`config.mk`:
```
export PLATFORM = sky130hd
export DESIGN_NAME = ptpTimeCounter
export DESIGN_NICKNAME = d
export VERILOG_FILES = /design/src/rtl/ptpTimePkg.sv /design/src/rtl/ptpTimeCtrl.sv /design/src/rtl/ptpTimeDatapath.sv /design/src/rtl/ptpTimeCounter.sv
export SDC_FILE = /design/constraint.sdc
export NUM_CORES = 1
export LEC_CHECK = 0
export ABC_CLOCK_PERIOD_IN_PS = 4540
export BUFFER_PORTS_ARGS = -buffer_cell sky130_fd_sc_hd__buf_4
export CELL_PAD_IN_SITES_DETAIL_PLACEMENT = 0
export CELL_PAD_IN_SITES_GLOBAL_PLACEMENT = 1
export CORE_MARGIN = 4
export CORE_UTILIZATION = 34
export DETAILED_ROUTE_END_ITERATION = 12
export PLACE_DENSITY = 0.6
export SLEW_MARGIN = 20
export SYNTH_ARGS = -nofsm -noshare
export SYNTH_HDL_FRONTEND = slang
export SYNTH_SLANG_ARGS = --single-unit
```
`constraint.sdc`:
```
create_clock -name clk -period 4.54 [get_ports clk]
set_input_delay 0.227 -clock clk [delete_from_list [all_inputs] [get_ports clk]]
set_output_delay 0.227 -clock clk [all_outputs]
set_load 0.005 [all_outputs]
```
`src/rtl/ptpTimePkg.sv`:
```
package ptpTimePkg;

  typedef enum logic [2:0] {
    ADR_CTRL   = 3'd0,
    ADR_ADDEND = 3'd1,
    ADR_CNT_LO = 3'd2,
    ADR_CNT_HI = 3'd3,
    ADR_OFF_LO = 3'd4,
    ADR_OFF_HI = 3'd5,
    ADR_TIM_LO = 3'd6,
    ADR_TIM_HI = 3'd7
  } regAddr_e;

  // strobes and mode bits handed from control to datapath
  typedef struct packed {
    logic     softRst;
    logic     addendWr;
    logic     cntLoWr;
    logic     cntHiWr;
    logic     offLoWr;
    logic     offHiWr;
    logic     rdStb;
    regAddr_e rdSel;
    logic     enable;
    logic     bypass;
  } tsStrobes_t;

endpackage

```
`src/rtl/ptpTimeCtrl.sv`:
```
module ptpTimeCtrl
  import ptpTimePkg::*;
(
  input  logic       clk,
  input  logic       rstN,
  input  logic       wrEn,
  input  logic       rdEn,
  input  regAddr_e   addr,
  input  logic [2:0] ctrlBits,
  output tsStrobes_t st
);

  logic enableQ, bypassQ;
  logic ctrlWr;

  assign ctrlWr = wrEn && (addr == ADR_CTRL);

  always_ff @(posedge clk or negedge rstN) begin
    if (!rstN) begin
      enableQ <= 1'b0;
      bypassQ <= 1'b0;
    end else if (ctrlWr) begin
      enableQ <= ctrlBits[0];
      bypassQ <= ctrlBits[1];
    end
  end

  always_comb begin
    st          = '0;
    st.softRst  = ctrlWr && ctrlBits[2];
    st.addendWr = wrEn && (addr == ADR_ADDEND);
    st.cntLoWr  = wrEn && (addr == ADR_CNT_LO);
    st.cntHiWr  = wrEn && (addr == ADR_CNT_HI);
    st.offLoWr  = wrEn && (addr == ADR_OFF_LO);
    st.offHiWr  = wrEn && (addr == ADR_OFF_HI);
    st.rdStb    = rdEn;
    st.rdSel    = addr;
    st.enable   = enableQ;
    st.bypass   = bypassQ;
  end


  ctrl_latch_chk: assert property (@(posedge clk) disable iff (!rstN)
    (wrEn && addr == ADR_CTRL) |=> (st.enable == $past(ctrlBits[0]) && st.bypass == $past(ctrlBits[1])));

endmodule

```
`src/rtl/ptpTimeDatapath.sv`:
```
module ptpTimeDatapath
  import ptpTimePkg::*;
#(
  parameter int                DATA_W       = 32,
  parameter logic [DATA_W-1:0] ADDEND_RESET = {1'b1, {(DATA_W-1){1'b0}}}
) (
  input  logic                  clk,
  input  logic                  rstN,
  input  tsStrobes_t            st,
  input  logic [DATA_W-1:0]     wrData,
  output logic [DATA_W-1:0]     rdData,
  output logic [2*DATA_W-1:0]   timeNow
);

  localparam int CNT_W = 2 * DATA_W;

  logic [DATA_W-1:0] accQ, addendQ, cntStageQ, offStageQ, cntSnapQ, timSnapQ, rdDataQ;
  logic [CNT_W-1:0]  cntQ, offQ;
  logic [DATA_W:0]   accSum;
  logic              tick;
  logic [DATA_W-1:0] rdNext;

  assign accSum  = {1'b0, accQ} + {1'b0, addendQ};
  assign tick    = st.enable && (st.bypass || accSum[DATA_W]);
  assign timeNow = cntQ + offQ;
  assign rdData  = rdDataQ;

  // phase accumulator and addend
  always_ff @(posedge clk or negedge rstN) begin
    if (!rstN) begin
      accQ    <= '0;
      addendQ <= ADDEND_RESET;
    end else begin
      if (st.softRst)
        accQ <= '0;
      else if (st.enable && !st.bypass)
        accQ <= accSum[DATA_W-1:0];
      if (st.addendWr)
        addendQ <= wrData;
    end
  end

  // time counter with staged low half
  always_ff @(posedge clk or negedge rstN) begin
    if (!rstN) begin
      cntQ      <= '0;
      cntStageQ <= '0;
    end else begin
      if (st.softRst)
        cntQ <= '0;
      else if (st.cntHiWr)
        cntQ <= {wrData, cntStageQ};
      else if (tick)
        cntQ <= cntQ + 1'b1;
      if (st.softRst)
        cntStageQ <= '0;
      else if (st.cntLoWr)
        cntStageQ <= wrData;
    end
  end

  // offset with staged low half
  always_ff @(posedge clk or negedge rstN) begin
    if (!rstN) begin
      offQ      <= '0;
      offStageQ <= '0;
    end else begin
      if (st.softRst)
        offQ <= '0;
      else if (st.offHiWr)
        offQ <= {wrData, offStageQ};
      if (st.softRst)
        offStageQ <= '0;
      else if (st.offLoWr)
        offStageQ <= wrData;
    end
  end

  // read mux
  always_comb begin
    case (st.rdSel)
      ADR_CTRL:   rdNext = {{(DATA_W-2){1'b0}}, st.bypass, st.enable};
      ADR_ADDEND: rdNext = addendQ;
      ADR_CNT_LO: rdNext = cntQ[DATA_W-1:0];
      ADR_CNT_HI: rdNext = cntSnapQ;
      ADR_OFF_LO: rdNext = offQ[DATA_W-1:0];
      ADR_OFF_HI: rdNext = offQ[CNT_W-1:DATA_W];
      ADR_TIM_LO: rdNext = timeNow[DATA_W-1:0];
      default:    rdNext = timSnapQ;
    endcase
  end

  always_ff @(posedge clk or negedge rstN) begin
    if (!rstN) begin
      rdDataQ  <= '0;
      cntSnapQ <= '0;
      timSnapQ <= '0;
    end else if (st.rdStb) begin
      rdDataQ <= rdNext;
      if (st.rdSel == ADR_CNT_LO) cntSnapQ <= cntQ[CNT_W-1:DATA_W];
      if (st.rdSel == ADR_TIM_LO) timSnapQ <= timeNow[CNT_W-1:DATA_W];
    end
  end


  cnt_hold_chk: assert property (@(posedge clk) disable iff (!rstN)
    (!st.enable && !st.softRst && !st.cntHiWr) |=> $stable(cntQ));


  cnt_step_chk: assert property (@(posedge clk) disable iff (!rstN)
    (st.enable && !st.softRst && !st.cntHiWr) |=> ((cntQ - $past(cntQ)) <= 1));


  byp_step_chk: assert property (@(posedge clk) disable iff (!rstN)
    (st.enable && st.bypass && !st.softRst && !st.cntHiWr) |=> (cntQ == $past(cntQ) + 1'b1));


  acc_byp_chk: assert property (@(posedge clk) disable iff (!rstN)
    ((st.bypass || !st.enable) && !st.softRst) |=> $stable(accQ));


  srst_clear_chk: assert property (@(posedge clk) disable iff (!rstN)
    st.softRst |=> (cntQ == '0 && offQ == '0 && accQ == '0));


  cnt_load_chk: assert property (@(posedge clk) disable iff (!rstN)
    (st.cntHiWr && !st.softRst) |=> (cntQ == {$past(wrData), $past(cntStageQ)}));

endmodule

```
`src/rtl/ptpTimeCounter.sv`:
```
module ptpTimeCounter
  import ptpTimePkg::*;
#(
  parameter int                DATA_W       = 32,
  parameter logic [DATA_W-1:0] ADDEND_RESET = {1'b1, {(DATA_W-1){1'b0}}}
) (
  input  logic                clk,
  input  logic                rstN,
  input  logic                regWrEn,
  input  logic                regRdEn,
  input  logic [2:0]          regAddr,
  input  logic [DATA_W-1:0]   regWrData,
  output logic [DATA_W-1:0]   regRdData,
  output logic [2*DATA_W-1:0] timeNow
);

  tsStrobes_t st;

  ptpTimeCtrl u_ctrl (
    .clk      (clk),
    .rstN     (rstN),
    .wrEn     (regWrEn),
    .rdEn     (regRdEn),
    .addr     (regAddr_e'(regAddr)),
    .ctrlBits (regWrData[2:0]),
    .st       (st)
  );

  ptpTimeDatapath #(
    .DATA_W       (DATA_W),
    .ADDEND_RESET (ADDEND_RESET)
  ) u_dp (
    .clk     (clk),
    .rstN    (rstN),
    .st      (st),
    .wrData  (regWrData),
    .rdData  (regRdData),
    .timeNow (timeNow)
  );

endmodule

```
# Word level (Yosys, flattened, before mapping)
# Index checks and enable logic that the tools add are counted.
# totals
register_bits,354
in_bits,39
out_inout_bits,96
# op_classes
n_addsub,3
n_eq_ne,6
muxes,12
n_reduce_logical,19
# ops
cell,n
2-to-1 mux 64 bit,5
one-hot mux 32 bit (7 select lines),1
2-to-1 mux 32 bit,6
"adder 64 x 1 -> 64 bit, second input constant",1
adder 64 bit,1
adder 32 x 32 -> 33 bit,1
"== test 3 bit, second input constant",3
logical AND 1 bit,9
nonzero test 2 bit,4
"== test 3 x 2 -> 1 bit, second input constant",2
AND reduction 2 bit,2
"== test 3 x 1 -> 1 bit, second input constant",1
zero test 3 bit,1
nonzero test 3 bit,1
zero test 1 bit,1
logical OR 1 bit,1

# Logic depth before layout (Yosys ltp)
# logic_depth
depth_word,6
ltp_mapped,13

# Modules after synthesis
# Synthesis repeated with hierarchy kept, for this count alone.
# hier_totals
cells_unflattened,2289
hier_area_um2,21772.1
# by_module_without_submodules
mod,instances,cells_per_inst,area_each_um2
ptpTimeDatapath,1,2271,21575.7
ptpTimeCtrl,1,18,196.4

# Least setup slack after synthesis
# OpenSTA, ideal clock, no wires.
# synth_path
path_kind,register to register
from,reg u_dp.addendQ[0]
to,reg u_dp.accQ[24]
t_arrival_ps,2931
slack_ps,1488
stages_incl_launch_ff,13
path_buffers,0
synth_period_minus_slack_ps,3052
path_cell_list,dfrtp_1 -> ha_1 -> fa_1 -> a21o_1 -> a21o_1 -> a211oi_1 -> nor4bb_1 -> or3_1 -> a31o_2 -> a21o_1 -> a21oi_1 -> xnor2_1 -> a22o_1
# synth_via
elab_chain_cells,3
# synth_rtl
item,line_no,rtl
from (decl),ptpTimeDatapath.sv:17,"logic [DATA_W-1:0] accQ, addendQ, cntStageQ, offStageQ, cntSnapQ, timSnapQ, rdDataQ;"
from (signal assigned),ptpTimeDatapath.sv:39,addendQ <= wrData;
adder 32 x 32 -> 33 bit,ptpTimeDatapath.sv:23,"assign accSum = {1'b0, accQ} + {1'b0, addendQ};"
2-to-1 mux 32 bit,ptpTimeDatapath.sv:36,else if (st.enable && !st.bypass)
2-to-1 mux 32 bit,ptpTimeDatapath.sv:34,if (st.softRst)
to (signal assigned),ptpTimeDatapath.sv:37,accQ <= accSum[DATA_W-1:0];
to (decl),ptpTimeDatapath.sv:17,
# No other way between the ends. The select of a mux whose other input is x is not followed.
# A chain may end at the register's enable or synchronous reset.

# Worst setup path after layout
# layout_path
from,reg u_dp.cntQ[0]
to,out timeNow[56]
# layout_via
elab_chain_cells,1
# layout_rtl
item,line_no,rtl
from (decl),ptpTimeDatapath.sv:18,"logic [CNT_W-1:0] cntQ, offQ;"
from (signal assigned),ptpTimeDatapath.sv:52,"cntQ <= {wrData, cntStageQ};"
from (signal assigned),ptpTimeDatapath.sv:54,cntQ <= cntQ + 1'b1;
adder 64 bit,ptpTimeDatapath.sv:25,assign timeNow = cntQ + offQ;
to (decl),ptpTimeCounter.sv:14,output logic [2*DATA_W-1:0] timeNow
# No other way between the ends.

==> metrics.txt <==
status complete, no violations; RSZ-0062 raised after global routing no; Flop pwr share 0.340; placed cells 3333; vias per inst 5.622; later-pin clock latency in the skew report around 0.58 ns; Cells after Synth about 2500; Die Height 260.5 um; CP endpoint kind output pin; yosys warns 0; clk_skew 0.01712 ns; async set-reset flop share out of synthesis 1.000; Net Switching around 5.6 mW; top post-synthesis cells by area dfrtp_1 41%, nand2_1 7.7%, a21oi_1 6.6%; Leak 11.05 nW; Worst setup SP type flip-flop; area delta synth->final 16.72%; CTS root buf clkbuf_16; Pre-antenna DRT Iters 6; Pint about 8.7 mW; TritonCTS clock tree yes; DIE AREA 0.06784 mm2; Initial DRC Count 1791; gpl congestion about 0.92; Worst Hold Class in -> reg; vias after detailed routing ~19000; Site Rows 92; Max clock buf depth 3; vias in the first global route about 19000; Crit Path Max Fanout 6; Clk network pwr share 0.244; Yosys top cell by area dfrtp_1; cell mode on critical path buf_4; worst path arrival time 4.14 ns; Pwr Density 567.1 mW/mm2; Post-DP HPWL about 61 mm; initial antenna violation count 0; data required time of the worst path 4.31 ns; Clock Pin Slew Worst Setup and Hold Paths 0.06 ns; Final Hold Viols 0; Filler cells ~6400; H-tree levels 2; Seq/Total Area, Yosys 0.4089; Distinct cells, synth approximately 70; Post-synth top flop dfrtp_1; peak supply drop 0.2704 mV; Max Clk Rate ~230 MHz; Initial Util 0.3435; slew margin rel. 0.3245; Port Buffers 134; switching portion of total power 0.3928; Least-Margin Pin Slew 1.011 ns; number of synthesized flops with an enable pin 0; synthesized area per cell 8.784 um2; largest net degree at the start of global routing 146; Comb power frac 0.416; DR DRC count 0; final count of negative-setup-slack endpoints 0; Yosys top cell area share 0.4076; fraction of layout cells with a size suffix above 1 0.1486; biggest regs u_dp.cntQ (64), u_dp.offQ (64); gr ovfl total 0; Synth Net Count 2604; max cap viols 0; CTS sink cnt 354; Routed Antenna Nets 0; All-Layer GR Usage 0.2425; global-route wire length before repair between 100 and 150 mm; non-filler cells, final between 3000 and 4000; Yosys reg bits 354; CP Cell Sequence ha_1, inv_1, fa_1, nor2b_1, o2111ai_1, a21o_1, a21oi_4, a21oi_2, o41ai_4, buf_4, nor2_1, o21ai_0, xor2_1, buf_4; Slew Limit Fails 0; Num CTS Buffers 43; Hold WS 0.06747 ns; CP Class reg -> out; Mapped Area 0.02167 mm2; final worst path period share 0.9612; Crit-path slowest cell dfrtp_1; I/O pins roughly 140; total core area 0.06308 mm2; Worst path max stage delay 0.44 ns; # diodes 0; Avg WL per Cell 24.29 um; Tmin final ~4.4 ns; Die Wd ~260 um; Post-Route WL 83.65 mm; setup TNS 0 ns; nets@finish 2702
-- kinds of logic (layout without fill, tap and decap cells) --
logic type | after synthesis | count (layout) | share of synthesized area
simple gates | 795 | 795 | 0.1651
compound gates | 735 | 735 | 0.2071
flops | 354 | 354 | 0.4089
buf+inv | 213 | 343 | 0.03788
xor+xnor | 146 | 146 | 0.05901
mux | 126 | 126 | 0.06484
fa+ha+maj | 98 | 98 | 0.05728
-- synthesized netlist by cell type (all sizes together), types with 16 or more instances --
| master | count |
|---|---|
| dfrtp | 353 |
| inv | 57 |
| nand3 | 33 |
| nand4 | 32 |
| a21oi | 286 |
| a21o | 52 |
| xor2 | 41 |
| ha | 96 |
| a22oi | 24 |
| o211ai | 24 |
| and3 | 21 |
| nand2b | 17 |
| nor3 | 42 |
| o21bai | 16 |
| nor2 | 135 |
| clkbuf | 133 |
| a22o | 32 |
| nor4 | 17 |
| mux2i | 20 |
| mux2 | 105 |
| xnor2 | 105 |
| o21ai | 166 |
| nand2 | 443 |
| a31oi | 17 |
| buf | 22 |
| a211oi | 32 |
-- path summary, 6_finish.rpt --
path / from / endpoint / slack, ns / cells past startpoint
worst max-delay path: u_dp.cntQ[0]$_DFFE_PN0P_ / timeNow[56] / 0.18 / 14
worst min-delay path: regRdEn / u_dp.rdData[9]$_DFFE_PN0P_ / 0.07 / 2
worst max register to register: u_dp.addendQ[0]$_DFFE_PN0P_ / u_dp.cntQ[43]$_DFFE_PN0P_ / 0.86 / 13
worst min register to register: u_dp.cntStageQ[2]$_DFFE_PN0P_ / u_dp.cntStageQ[2]$_DFFE_PN0P_ / 0.47 / 2
max in group asynchronous: rstN / u_dp.cntStageQ[31]$_DFFE_PN0P_ / 3.00 / 3
min in group asynchronous: rstN / u_dp.timSnapQ[5]$_DFFE_PN0P_ / 0.25 / 2
-- worst max-delay path: cells and delay by family (launching register included) --
family / cells / cell delay [ns]
adder cells (fa/ha/maj): 2 / 0.62
AND/OR/NAND/NOR: 2 / 0.26
buffers and inverters: 3 / 0.42
AO/OA/AOI/OAI: 6 / 1.56
flip-flops: 1 / 0.44
XOR/XNOR: 1 / 0.25
-- metrics by stage --
step                      instance area (um2)  power (mW)  utilization  setup WS [ns]
after floorplan                         21670       8.345            -          1.488
after global placement                  23510       10.71       0.3727         0.3671
after detailed placement                23510       10.77       0.3727         0.3024
after CTS                               25250       14.37       0.4003      -0.004082
after global routing                    25290       15.21       0.4009       0.009121
final                                   25290       14.34       0.4009         0.1762
-- cell type report --
type | instances | area [um2] | share of cell area
multi-input combinational | 1900 | 12070 | 0.4771
sequential | 354 | 8860 | 0.3503
timing repair buffer | 208 | 1689 | 0.06679
clock buffer | 63 | 1231 | 0.04868
tap | 846 | 1059 | 0.04185
inverter | 58 | 219.0 | 0.008657
clock inverter | 14 | 167.7 | 0.006629
-- placed cells by master (no fill, tap or decap), types with 52 or more instances in the layout --
master / count
a21o_1: 52
dfrtp_1: 353
o21ai_0: 164
mux2_2: 105
nand2_1: 442
a21oi_1: 283
nor2_1: 132
inv_1: 57
xnor2_1: 105
ha_1: 96
buf_4: 171
-- what timing repair did --
item | in CTS | in global routing
hold endpoints to repair | 217 | 0
buffers inserted | 0 | 0
hold buffers | 33 | 0
gates resized for setup | 4 | 8
setup endpoints to repair | 6 | 12
pin swaps | 0 | 2
-- layer usage --
| layer | vias up | track usage | routed length, um |
|---|---|---|---|
| met5 | - | 0 | 0 |
| met4 | 0 | 0.04294 | 1447 |
| met3 | 92 | 0.03823 | 5408 |
| met2 | 593 | 0.3686 | 36280 |
| met1 | 9707 | 0.3676 | 40520 |
| li1 | 8963 | - | - |
-- power groups by stage --
stage | registers (mW) | logic [mW] | clock network, mW
global placement | 4.88 | 5.83 | 0
global route | 4.98 | 6.54 | 3.69
detailed placement | 4.91 | 5.87 | 0
floorplan | 4.53 | 3.82 | 0
CTS | 4.86 | 5.93 | 3.58
finish | 4.88 | 5.96 | 3.50
Power figures use the tool's default switching activity.
